**src/rtl/sdram_seq_pkg.sv**
```systemverilog
package sdram_seq_pkg;
   // {cs_n, ras_n, cas_n, we_n}
   typedef enum logic [3:0] {
      CMD_NOP = 4'b0111,
      CMD_ACT = 4'b0011,
      CMD_RD  = 4'b0101,
      CMD_WR  = 4'b0100,
      CMD_PRE = 4'b0010
   } sd_cmd_e;

   typedef enum logic [2:0] {
      S_IDLE,
      S_ACTW,
      S_XFER,
      S_RMWW,
      S_RECOV,
      S_PREW
   } seq_st_e;
endpackage

```
**src/rtl/sdram_seq_addr.sv**
```systemverilog
module sdram_seq_addr #(
   parameter int ADDR_W = 32,
   parameter int ROW_W  = 13,
   parameter int COL_W  = 13,
   parameter int BANK_W = 2
) (
   input  logic [ADDR_W-1:0] addr,
   output logic [ROW_W-1:0]  row,
   output logic [COL_W-1:0]  col,
   output logic [BANK_W-1:0] bank
);
   localparam int COL_LSB  = 2;
   localparam int BANK_LSB = COL_LSB + COL_W;
   localparam int ROW_LSB  = BANK_LSB + BANK_W;

   always_comb begin
      col  = addr[COL_LSB  +: COL_W];
      bank = addr[BANK_LSB +: BANK_W];
      row  = addr[ROW_LSB  +: ROW_W];
   end
endmodule

```
**src/rtl/sdram_seq_rdpipe.sv**
```systemverilog
module sdram_seq_rdpipe #(
   parameter int DATA_W = 32,
   parameter int CL_MAX = 3
) (
   input  logic              clk,
   input  logic              rst_n,
   input  logic              cas3,
   input  logic              rd_issued,
   input  logic              rd_is_rmw,
   input  logic [DATA_W-1:0] dq_in,
   output logic [DATA_W-1:0] rd_data,
   output logic              rd_vld,
   output logic              rd_rmw
);
   logic [CL_MAX-1:0] vld_sr;
   logic [CL_MAX-1:0] rmw_sr;
   logic              cap;
   logic              cap_rmw;

   always_ff @(posedge clk) begin
      if (!rst_n) begin
         vld_sr[0] <= 1'b0;
         rmw_sr[0] <= 1'b0;
      end else begin
         vld_sr[0] <= rd_issued;
         rmw_sr[0] <= rd_issued & rd_is_rmw;
      end
   end

   for (genvar k = 1; k < CL_MAX; k++) begin : g_stage
      always_ff @(posedge clk) begin
         if (!rst_n) begin
            vld_sr[k] <= 1'b0;
            rmw_sr[k] <= 1'b0;
         end else begin
            vld_sr[k] <= vld_sr[k-1];
            rmw_sr[k] <= rmw_sr[k-1];
         end
      end
   end

   // stage k holds a READ issued k+1 cycles ago; sample at latency CL
   always_comb begin
      cap     = cas3 ? vld_sr[2] : vld_sr[1];
      cap_rmw = cas3 ? rmw_sr[2] : rmw_sr[1];
   end

   always_ff @(posedge clk) begin
      if (!rst_n) begin
         rd_vld  <= 1'b0;
         rd_rmw  <= 1'b0;
         rd_data <= '0;
      end else begin
         rd_vld <= cap;
         rd_rmw <= cap & cap_rmw;
         if (cap) rd_data <= dq_in;
      end
   end
endmodule

```
**src/rtl/sdram_seq_fsm.sv**
```systemverilog
module sdram_seq_fsm
   import sdram_seq_pkg::*;
#(
   parameter int DATA_W    = 32,
   parameter int ROW_W     = 13,
   parameter int COL_W     = 13,
   parameter int BANK_W    = 2,
   parameter int BURST_LEN = 8,
   parameter int TWR       = 2,
   parameter int TRP       = 2
) (
   input  logic                     clk,
   input  logic                     rst_n,
   input  logic                     cas3,
   input  logic                     ecc_en,
   input  logic                     req_valid,
   output logic                     req_ready,
   input  logic                     req_write,
   input  logic                     req_burst,
   input  logic [DATA_W/8-1:0]      req_be,
   input  logic [ROW_W-1:0]         in_row,
   input  logic [COL_W-1:0]         in_col,
   input  logic [BANK_W-1:0]        in_bank,
   input  logic [DATA_W-1:0]        wdata,
   input  logic [DATA_W-1:0]        merged,
   output logic                     wr_rdy,
   output logic [3:0]               cmd_q,
   output logic [BANK_W-1:0]        ba_q,
   output logic [((ROW_W > COL_W) ? ROW_W : COL_W)-1:0] a_q,
   output logic [DATA_W/8-1:0]      dqm_q,
   output logic [DATA_W-1:0]        dq_q,
   output logic                     oe_q,
   output logic                     rd_rmw_q,
   output logic [DATA_W/8-1:0]      rmw_be
);
   localparam int A_W   = (ROW_W > COL_W) ? ROW_W : COL_W;
   localparam int BE_W  = DATA_W / 8;
   localparam int IDX_W = $clog2(BURST_LEN + 1);
   localparam int CNT_W = $clog2(TWR + TRP + 8);

   seq_st_e           st;
   logic [CNT_W-1:0]  cnt;
   logic [IDX_W-1:0]  idx;
   logic [IDX_W-1:0]  last_idx;
   logic              op_wr;
   logic              op_rmw;
   logic [ROW_W-1:0]  l_row;
   logic [COL_W-1:0]  l_col;
   logic [BANK_W-1:0] l_bank;
   logic [BE_W-1:0]   l_be;

   sd_cmd_e           nxt_cmd;
   logic [A_W-1:0]    nxt_a;
   logic [BANK_W-1:0] nxt_ba;
   logic [BE_W-1:0]   nxt_dqm;
   logic              use_merged;
   logic [COL_W-1:0]  col_now;
   logic [CNT_W-1:0]  cl_m1;
   logic [CNT_W-1:0]  cl_p1;
   logic              take;

   assign rmw_be = l_be;

   always_comb begin
      cl_m1      = cas3 ? CNT_W'(2) : CNT_W'(1);
      cl_p1      = cas3 ? CNT_W'(4) : CNT_W'(3);
      col_now    = l_col + COL_W'(idx);
      req_ready  = (st == S_IDLE);
      take       = req_ready & req_valid;
      nxt_cmd    = CMD_NOP;
      nxt_a      = '0;
      nxt_ba     = l_bank;
      nxt_dqm    = '0;
      use_merged = 1'b0;
      wr_rdy     = 1'b0;
      unique case (st)
         S_IDLE: begin
            nxt_ba = in_bank;
            if (req_valid) begin
               nxt_cmd = CMD_ACT;
               nxt_a   = A_W'(in_row);
            end
         end
         S_XFER: begin
            nxt_a = A_W'(col_now);
            if (op_wr && !op_rmw) begin
               nxt_cmd = CMD_WR;
               nxt_dqm = ~l_be;
               wr_rdy  = 1'b1;
            end else begin
               nxt_cmd = CMD_RD;
            end
         end
         S_RMWW: begin
            if (cnt == CNT_W'(1) || cnt == CNT_W'(2)) nxt_dqm = '1;
            if (cnt == '0) begin
               nxt_cmd    = CMD_WR;
               nxt_a      = A_W'(l_col);
               use_merged = 1'b1;
               wr_rdy     = 1'b1;
            end
         end
         S_RECOV: begin
            if (cnt == '0) nxt_cmd = CMD_PRE;
         end
         default: ;
      endcase
   end

   always_ff @(posedge clk) begin
      if (!rst_n) begin
         cmd_q    <= CMD_NOP;
         ba_q     <= '0;
         a_q      <= '0;
         dqm_q    <= '0;
         dq_q     <= '0;
         oe_q     <= 1'b0;
         rd_rmw_q <= 1'b0;
      end else begin
         cmd_q    <= nxt_cmd;
         ba_q     <= nxt_ba;
         a_q      <= nxt_a;
         dqm_q    <= nxt_dqm;
         oe_q     <= (nxt_cmd == CMD_WR);
         rd_rmw_q <= (nxt_cmd == CMD_RD) & op_rmw;
         if (nxt_cmd == CMD_WR) dq_q <= use_merged ? merged : wdata;
      end
   end

   always_ff @(posedge clk) begin
      if (!rst_n) begin
         st       <= S_IDLE;
         cnt      <= '0;
         idx      <= '0;
         last_idx <= '0;
         op_wr    <= 1'b0;
         op_rmw   <= 1'b0;
         l_row    <= '0;
         l_col    <= '0;
         l_bank   <= '0;
         l_be     <= '0;
      end else begin
         unique case (st)
            S_IDLE: if (take) begin
               st       <= S_ACTW;
               cnt      <= cl_m1;
               idx      <= '0;
               last_idx <= req_burst ? IDX_W'(BURST_LEN - 1) : '0;
               op_wr    <= req_write;
               op_rmw   <= ecc_en & req_write & ~req_burst & (req_be != '1);
               l_row    <= in_row;
               l_col    <= in_col;
               l_bank   <= in_bank;
               l_be     <= (req_write & ~req_burst) ? req_be : '1;
            end
            S_ACTW: begin
               if (cnt == CNT_W'(1)) st <= S_XFER;
               else cnt <= cnt - 1'b1;
            end
            S_XFER: begin
               if (op_rmw) begin
                  st  <= S_RMWW;
                  cnt <= cl_p1;
               end else if (idx == last_idx) begin
                  st  <= S_RECOV;
                  cnt <= op_wr ? CNT_W'(TWR - 1) : '0;
               end else begin
                  idx <= idx + 1'b1;
               end
            end
            S_RMWW: begin
               if (cnt == '0) begin
                  st  <= S_RECOV;
                  cnt <= CNT_W'(TWR - 1);
               end else cnt <= cnt - 1'b1;
            end
            S_RECOV: begin
               if (cnt == '0) begin
                  st  <= S_PREW;
                  cnt <= CNT_W'(TRP - 2);
               end else cnt <= cnt - 1'b1;
            end
            S_PREW: begin
               if (cnt == '0) st <= S_IDLE;
               else cnt <= cnt - 1'b1;
            end
            default: st <= S_IDLE;
         endcase
      end
   end
endmodule

```
**src/rtl/sdram_seq.sv**
```systemverilog
module sdram_seq
   import sdram_seq_pkg::*;
#(
   parameter int ADDR_W    = 32,
   parameter int DATA_W    = 32,
   parameter int ROW_W     = 13,
   parameter int COL_W     = 13,
   parameter int BANK_W    = 2,
   parameter int BURST_LEN = 8,
   parameter int TWR       = 2,
   parameter int TRP       = 2
) (
   input  logic                     clk,
   input  logic                     rst_n,
   input  logic                     cfg_cas3,
   input  logic                     cfg_ecc_en,
   input  logic                     req_valid,
   output logic                     req_ready,
   input  logic                     req_write,
   input  logic                     req_burst,
   input  logic [ADDR_W-1:0]        req_addr,
   input  logic [DATA_W/8-1:0]      req_be,
   input  logic [DATA_W-1:0]        bus_wdata,
   output logic [DATA_W-1:0]        bus_rdata,
   output logic                     bus_rdy,
   output logic [DATA_W-1:0]        rmw_old_data,
   output logic [DATA_W/8-1:0]      rmw_be,
   input  logic [DATA_W-1:0]        rmw_merged,
   output logic                     sd_cs_n,
   output logic                     sd_ras_n,
   output logic                     sd_cas_n,
   output logic                     sd_we_n,
   output logic [BANK_W-1:0]        sd_ba,
   output logic [((ROW_W > COL_W) ? ROW_W : COL_W)-1:0] sd_a,
   output logic [DATA_W/8-1:0]      sd_dqm,
   output logic [DATA_W-1:0]        sd_dq_out,
   output logic                     sd_dq_oe,
   input  logic [DATA_W-1:0]        sd_dq_in
);
   localparam int CL_MAX  = 3;
   localparam int ROW_TOP = 2 + COL_W + BANK_W + ROW_W;

   if (DATA_W % 8 != 0 || DATA_W < 8) begin : g_bad_data
      $error("sdram_seq: DATA_W must be a multiple of 8");
   end
   if (TRP < 2 || TWR < 1) begin : g_bad_timing
      $error("sdram_seq: TRP must be at least 2 and TWR at least 1");
   end
   if (BURST_LEN < 1 || BURST_LEN > (1 << COL_W)) begin : g_bad_burst
      $error("sdram_seq: BURST_LEN out of range");
   end
   if (ADDR_W < ROW_TOP) begin : g_bad_addr
      $error("sdram_seq: ADDR_W too narrow for row, bank and column");
   end

   logic [ROW_W-1:0]  m_row;
   logic [COL_W-1:0]  m_col;
   logic [BANK_W-1:0] m_bank;
   logic [3:0]        cmd_q;
   logic              wr_rdy;
   logic              rd_rmw_q;
   logic              rd_vld;
   logic              rd_rmw;
   logic [DATA_W-1:0] rd_data;

   sdram_seq_addr #(
      .ADDR_W(ADDR_W), .ROW_W(ROW_W), .COL_W(COL_W), .BANK_W(BANK_W)
   ) u_addr (
      .addr(req_addr), .row(m_row), .col(m_col), .bank(m_bank)
   );

   sdram_seq_fsm #(
      .DATA_W(DATA_W), .ROW_W(ROW_W), .COL_W(COL_W), .BANK_W(BANK_W),
      .BURST_LEN(BURST_LEN), .TWR(TWR), .TRP(TRP)
   ) u_fsm (
      .clk(clk), .rst_n(rst_n), .cas3(cfg_cas3), .ecc_en(cfg_ecc_en),
      .req_valid(req_valid), .req_ready(req_ready), .req_write(req_write),
      .req_burst(req_burst), .req_be(req_be),
      .in_row(m_row), .in_col(m_col), .in_bank(m_bank),
      .wdata(bus_wdata), .merged(rmw_merged), .wr_rdy(wr_rdy),
      .cmd_q(cmd_q), .ba_q(sd_ba), .a_q(sd_a), .dqm_q(sd_dqm),
      .dq_q(sd_dq_out), .oe_q(sd_dq_oe), .rd_rmw_q(rd_rmw_q), .rmw_be(rmw_be)
   );

   sdram_seq_rdpipe #(
      .DATA_W(DATA_W), .CL_MAX(CL_MAX)
   ) u_rdpipe (
      .clk(clk), .rst_n(rst_n), .cas3(cfg_cas3),
      .rd_issued(cmd_q == CMD_RD), .rd_is_rmw(rd_rmw_q), .dq_in(sd_dq_in),
      .rd_data(rd_data), .rd_vld(rd_vld), .rd_rmw(rd_rmw)
   );

   assign {sd_cs_n, sd_ras_n, sd_cas_n, sd_we_n} = cmd_q;
   assign bus_rdata    = rd_data;
   assign rmw_old_data = rd_data;
   assign bus_rdy      = wr_rdy | (rd_vld & ~rd_rmw);
endmodule

```
**config.mk**
```make
export PLATFORM = sky130hd
export DESIGN_NAME = sdram_seq
export DESIGN_NICKNAME = d
export VERILOG_FILES = /design/src/rtl/sdram_seq_pkg.sv /design/src/rtl/sdram_seq_addr.sv /design/src/rtl/sdram_seq_rdpipe.sv /design/src/rtl/sdram_seq_fsm.sv /design/src/rtl/sdram_seq.sv
export SDC_FILE = /design/constraint.sdc
export NUM_CORES = 1
export LEC_CHECK = 0
export ABC_CLOCK_PERIOD_IN_PS = 5510
export BUFFER_PORTS_ARGS = -buffer_cell sky130_fd_sc_hd__buf_4
export CAP_MARGIN = 10
export CORE_ASPECT_RATIO = 1.1
export CORE_UTILIZATION = 51
export DETAILED_ROUTE_END_ITERATION = 8
export PLACE_DENSITY = 0.87
export REMOVE_ABC_BUFFERS = 1
export SLEW_MARGIN = 20
export SYNTH_ARGS = -nofsm -noshare
export SYNTH_HDL_FRONTEND = slang
export SYNTH_SLANG_ARGS = --single-unit
```
**constraint.sdc**
```tcl
create_clock -name clk -period 5.51 [get_ports clk]
set_input_delay 1.653 -clock clk [delete_from_list [all_inputs] [get_ports clk]]
set_output_delay 1.653 -clock clk [all_outputs]
set_load 0.005 [all_outputs]
```
Yosys cells after proc, flatten, opt, wreduce, memory -nomap -nowiden
Index checks and enable logic that the tools add are counted.
- equality and inequality tests: 22
- reduce and logical (&&, ||, !) cells: 11
- add/subtract/negate cells: 3
- shift-type cells: 0
- multipliers: 0
- divide/modulo/power cells: 0
- magnitude comparators: 0
- bitwise gates (word level): 13
- mux-type cells: 44
- operators by type and width (operator ; number):
    4-bit two-way mux ; 13
    13-bit one-hot mux with 3 select lines ; 1
    3-bit two-way mux ; 11
    32-bit two-way mux ; 1
    13-bit two-way mux ; 2
    4-bit one-hot mux with 6 select lines ; 1
    3-bit one-hot mux with 6 select lines ; 1
    4-bit one-hot mux with 2 select lines ; 2
    4-bit one-hot mux with 4 select lines ; 1
    13-bit by 4-bit adder with 13-bit output ; 1
    4-bit by 3-bit == test with 1-bit output (second input constant) ; 3
    2-bit by 1-bit inequality test with 1-bit output (second input constant) ; 5
    1-bit bitwise AND ; 9
    2-bit inequality test (second input constant) ; 4
    1-bit two-way mux ; 7
    3-bit by 2-bit == test with 1-bit output (second input constant) ; 2
    3-bit == test (second input constant) ; 2
    2-bit two-way mux ; 3
    6-bit AND reduction ; 1
    6-bit nonzero test ; 1
    5-bit AND reduction ; 1
    4-bit by 1-bit adder with 4-bit output (second input constant) ; 1
    4-bit by 1-bit == test with 1-bit output (second input constant) ; 1
    4-bit by 2-bit == test with 1-bit output (second input constant) ; 1
    other kinds (17) ; 18
- memory bits (read-only): 0
- output and inout port bits: 126
- register bits after elaboration: 133
- bits of input ports: 139
- bits in writable memories: 0
- bits in latches: 0
- memories kept: 0

Logic depth before layout (Yosys ltp)
- word-level depth: 6
- depth in mapped cells: 8
- depth with buffers taken out: 7

Cells and area by module
A second synthesis with hierarchy kept.
- cells, all modules: 706
- area, all modules: 6368.6 µm²
- modules (own cells, without submodules) (module ; cells an instance ; instances ; area each (µm²) ; seq. area each (µm²)):
    sdram_seq_fsm ; 485 ; 1 ; 4380.5 ; 1781.7
    sdram_seq_rdpipe ; 158 ; 1 ; 1514.0 ; 800.8
    sdram_seq ; 35 ; 1 ; 264.0 ; 0.0
    sdram_seq_addr ; 28 ; 1 ; 210.2 ; 0.0

Worst setup path before layout
Ideal clock, no wire load.
- path kind: reg2out
- start: register u_fsm.st[1]
- end: output port bus_rdy
- data required time: 3.857 ns
- slack: 2.466 ns
- arrival: 1.391 ns
- path buffers: 4
- stages on the path, launching flop included: 8
- cells stage by stage: dfxtp_1 buf_6 buf_2 and3b_1 nand3_1 buf_2 buf_2 nand3_1
- word-level cells in the longest chain between the ends: 3
- ends and longest elaborated chain (what ; RTL line ; RTL):
    from (decl) ; sdram_seq_fsm.sv:41 ; seq_st_e st;
    from (signal assigned) ; sdram_seq_fsm.sv:132 ; st <= S_IDLE;
    from (signal assigned) ; sdram_seq_fsm.sv:145 ; st <= S_ACTW;
    from (signal assigned) ; sdram_seq_fsm.sv:157 ; if (cnt == CNT_W'(1)) st <= S_XFER;
    3-bit by 2-bit == test with 1-bit output ; sdram_seq_fsm.sv:76 ; unique case (st)
    1-bit one-hot mux with 2 select lines * ; sdram_seq_fsm.sv:76 ;
    1-bit OR * ; sdram_seq.sv:96 ; assign bus_rdy = wr_rdy | (rd_vld & ~rd_rmw);
    to (decl) ; sdram_seq.sv:25 ; output logic bus_rdy,
Mark *: on every way between the ends. The rest lies on a longest branch, timed or not.

Worst setup path in the final report
Ends and elaborated chain as after synthesis.

==> flow_summary.ini <==
[die]
die-area_sq_mm = 0.0117
core_sq_mm = 0.0110
rows = 40
io_pins = 265
die-width_um = 103
start_util = 0.526
die_h_um = 114

[synth]
synth_top_flop_cell = dfxtp_1
ys_seq_elements = 129
yosys.area.top_type = dfxtp_1
synth_common_cells = dfxtp_1 (129), nand2_1 (112), a21oi_1 (67)
yosysMostFrequentCell = dfxtp_1
synth_top_area_share = 0.448
synth_area_per_cell_sq_um = 8.56
synth.top_cells.by_area = dfxtp_1 (45%), nand2_1 (7.3%), mux2i_1 (6.8%)
netlist_area_sq_mm = 0.00577
synthCells = 674
async_reset_ff_frac = 0
synth_warnings = 0
synth_cell_types = 55
synth_edf_count = 0
ys_seq_area_frac = 0.448

[layout]
n_antenna_cell = 0
nNetsFinal = 1027
area_delta_synth_final_pct = 40.7
drive_gt1_frac = 0.339

[drt]
drtPass1Iterations = 5
post-route-drc-count = 0
ant_nets = 0
viasPerCell = 5.32
drt_iter0_drc = 268
wl_um = 15800
wl_per_cell_um = 15.2
via_count = 5520

[timing]
hold_violations = 0
fin_skew_ns = 0.00887
slew_viol_final = 0
max-slew-margin-rel = 0.268
fin_crit_sh = 0.730
clock.fmax_ghz = 0.248
rsz0062_at_grt = no
worst_pin_slew_ns = 1.10
final.setup.tns_ns = 0
min_period_ns = 4.02
finalSetupViolations = 0

[clock_tree]
clk_pin_slew_ns = 0.05
cts_tree = done
cts_buffer_depth = 2
postCtsResizedCells = 0
cts-hold-fix-buffers = 0
cts.sinks = 129
post-cts-setup-buffers = 0
clock_latency_ns = 0.41
h-tree-depth = 4
cts_buffers = 17
cts_root_buffer = clkbuf_16

[placement]
dp_hpwl_um = 10800
gp_congestion = 0.829
port_buffers = 259

[pwr]
comb_power_share = 0.205
power_frac_seq = 0.386
swShare = 0.283
clockPowerShare = 0.409
leakage_nw = 3.74
p_per_area_mw_per_mm2 = 351
peakVddDrop_mv = 0.247
p_switching_mw = 0.807
internal_power_mw = 2.05
finalPower_mw = 2.85

[critical_path]
path_class = flip-flop to primary output
critPathMaxFanout = 38
critPathRequiredTime_ns = 3.86
critPathCaptureType = primary output
critPathArrivalTime_ns = 2.37
reg2reg_setup_slack_ns = 3.02
cp-start-kind = flip-flop

[flow_run]
cap_violations = 0

[grt]
antenna_found_initial = 0
grt_pass1_vias = 5125
grt_pass1_wl_um = 24200
grt_max_degree = 100
grt.total_usage = 0.265
overflow = 0

[outcome]
status = completed

[hold_path]
hp-class = flip-flop to flip-flop
[flip-flops by register name (all words and copies together), names as in the netlist, 2 cells and up]
signal	flops
u_fsm.a_q	13
u_fsm.l_col	13
u_fsm.dq_q	32
u_fsm.cnt	4
u_fsm.cmd_q	3
u_fsm.dqm_q	4
u_fsm.l_bank	2
u_fsm.idx	4
u_rdpipe.rd_data	32
u_fsm.st	3
u_rdpipe.rmw_sr	3
u_rdpipe.vld_sr	3
u_fsm.ba_q	2
u_fsm.rmw_be	4
[area by class of cell]
| cell class | count | area, sq um |
|---|---|---|
| fill | 854 | 2840 |
| tap | 147 | 184 |
| clock buffer | 18 | 429 |
| timing repair buffer | 263 | 1970 |
| inverter | 8 | 30.0 |
| clock inverter | 13 | 189 |
| multi-input combinational | 459 | 2730 |
| sequential | 129 | 2580 |
[cells by family after synthesis]
kind of cell / share of synthesized area
compound gates: 0.171
xor+xnor: 0.0137
fa+ha+maj: 0.0230
buf+inv: 0.0827
flops: 0.448
mux: 0.0696
other cells: 0.000650
simple gates: 0.192
[per-layer routing]
layer	up-vias	GRT usage	part of all wire
met5	-	0	0
met4	0	0.104	0.026
met1	2533	0.304	0.39
met3	35	0.0650	0.067
met2	220	0.464	0.51
li1	2732	-	-
[per-stage QoR]
step,util,instances,setup WS [ns],area (sq um),hold WS (ns)
after floorplan,-,596,1.50,5320,0.406
after global placement,0.684,1006,1.97,7500,0.411
after detailed placement,0.684,1006,1.96,7500,0.425
after CTS,0.741,1037,1.51,8120,0.438
after global routing,0.741,1037,1.34,8120,0.462
final,0.741,1037,1.49,8120,0.437
[power groups by stage]
stage                     Clock (mW)  Combinational [mW]  Sequential, mW
final                           1.17               0.584            1.10
after global routing            1.23               0.642            1.11
after CTS                       1.18               0.583            1.10
after detailed placement           0               0.578            1.12
after global placement             0               0.567            1.11
after floorplan                    0               0.337            1.10
[worst paths after layout]
check | startpoint | cells past startpoint | end
max | u_fsm.st[1]$_SDFFE_PN0P_ | 5 | bus_rdy
min | u_fsm.rd_rmw_q$_SDFF_PN0_ | 1 | u_rdpipe.rmw_sr[0]$_SDFF_PN0_
max reg2reg | u_fsm.st[2]$_SDFFE_PN0P_ | 6 | u_fsm.a_q[4]$_SDFF_PN0_
min reg2reg | u_fsm.rd_rmw_q$_SDFF_PN0_ | 1 | u_rdpipe.rmw_sr[0]$_SDFF_PN0_
[worst max-delay path, stage by stage (launching register included)]
cell	delay, ns
dfxtp_1	0.68
nor3b_4	0.56
nand2_2	0.07
buf_4	0.33
nand3_1	0.17
buf_4	0.12
[cells in the final DEF, fill, tap and decap left out, types with 3 or more instances in the layout]
cell type and n:
buf_4 263, dfxtp_1 129, nand2_1 111, a21oi_1 67, nor2_1 60, mux2i_1 38
a211oi_1 36, clkbuf_16 17, nor3_1 16, o21ai_0 11, nand3_1 9, ha_1 9
and2_1 8, o22ai_1 8, inv_1 7, nand4_1 7, nand2b_1 6, xnor2_1 5
a22oi_1 5, clkinv_4 5, nor2b_1 4, o21a_1 4, a21o_1 4, xor2_1 4
bufinv_16 4, o211ai_1 3, nor3b_1 3, and3_1 3, a222oi_1 3
Note: power is estimated with default switching activity, not from simulation.
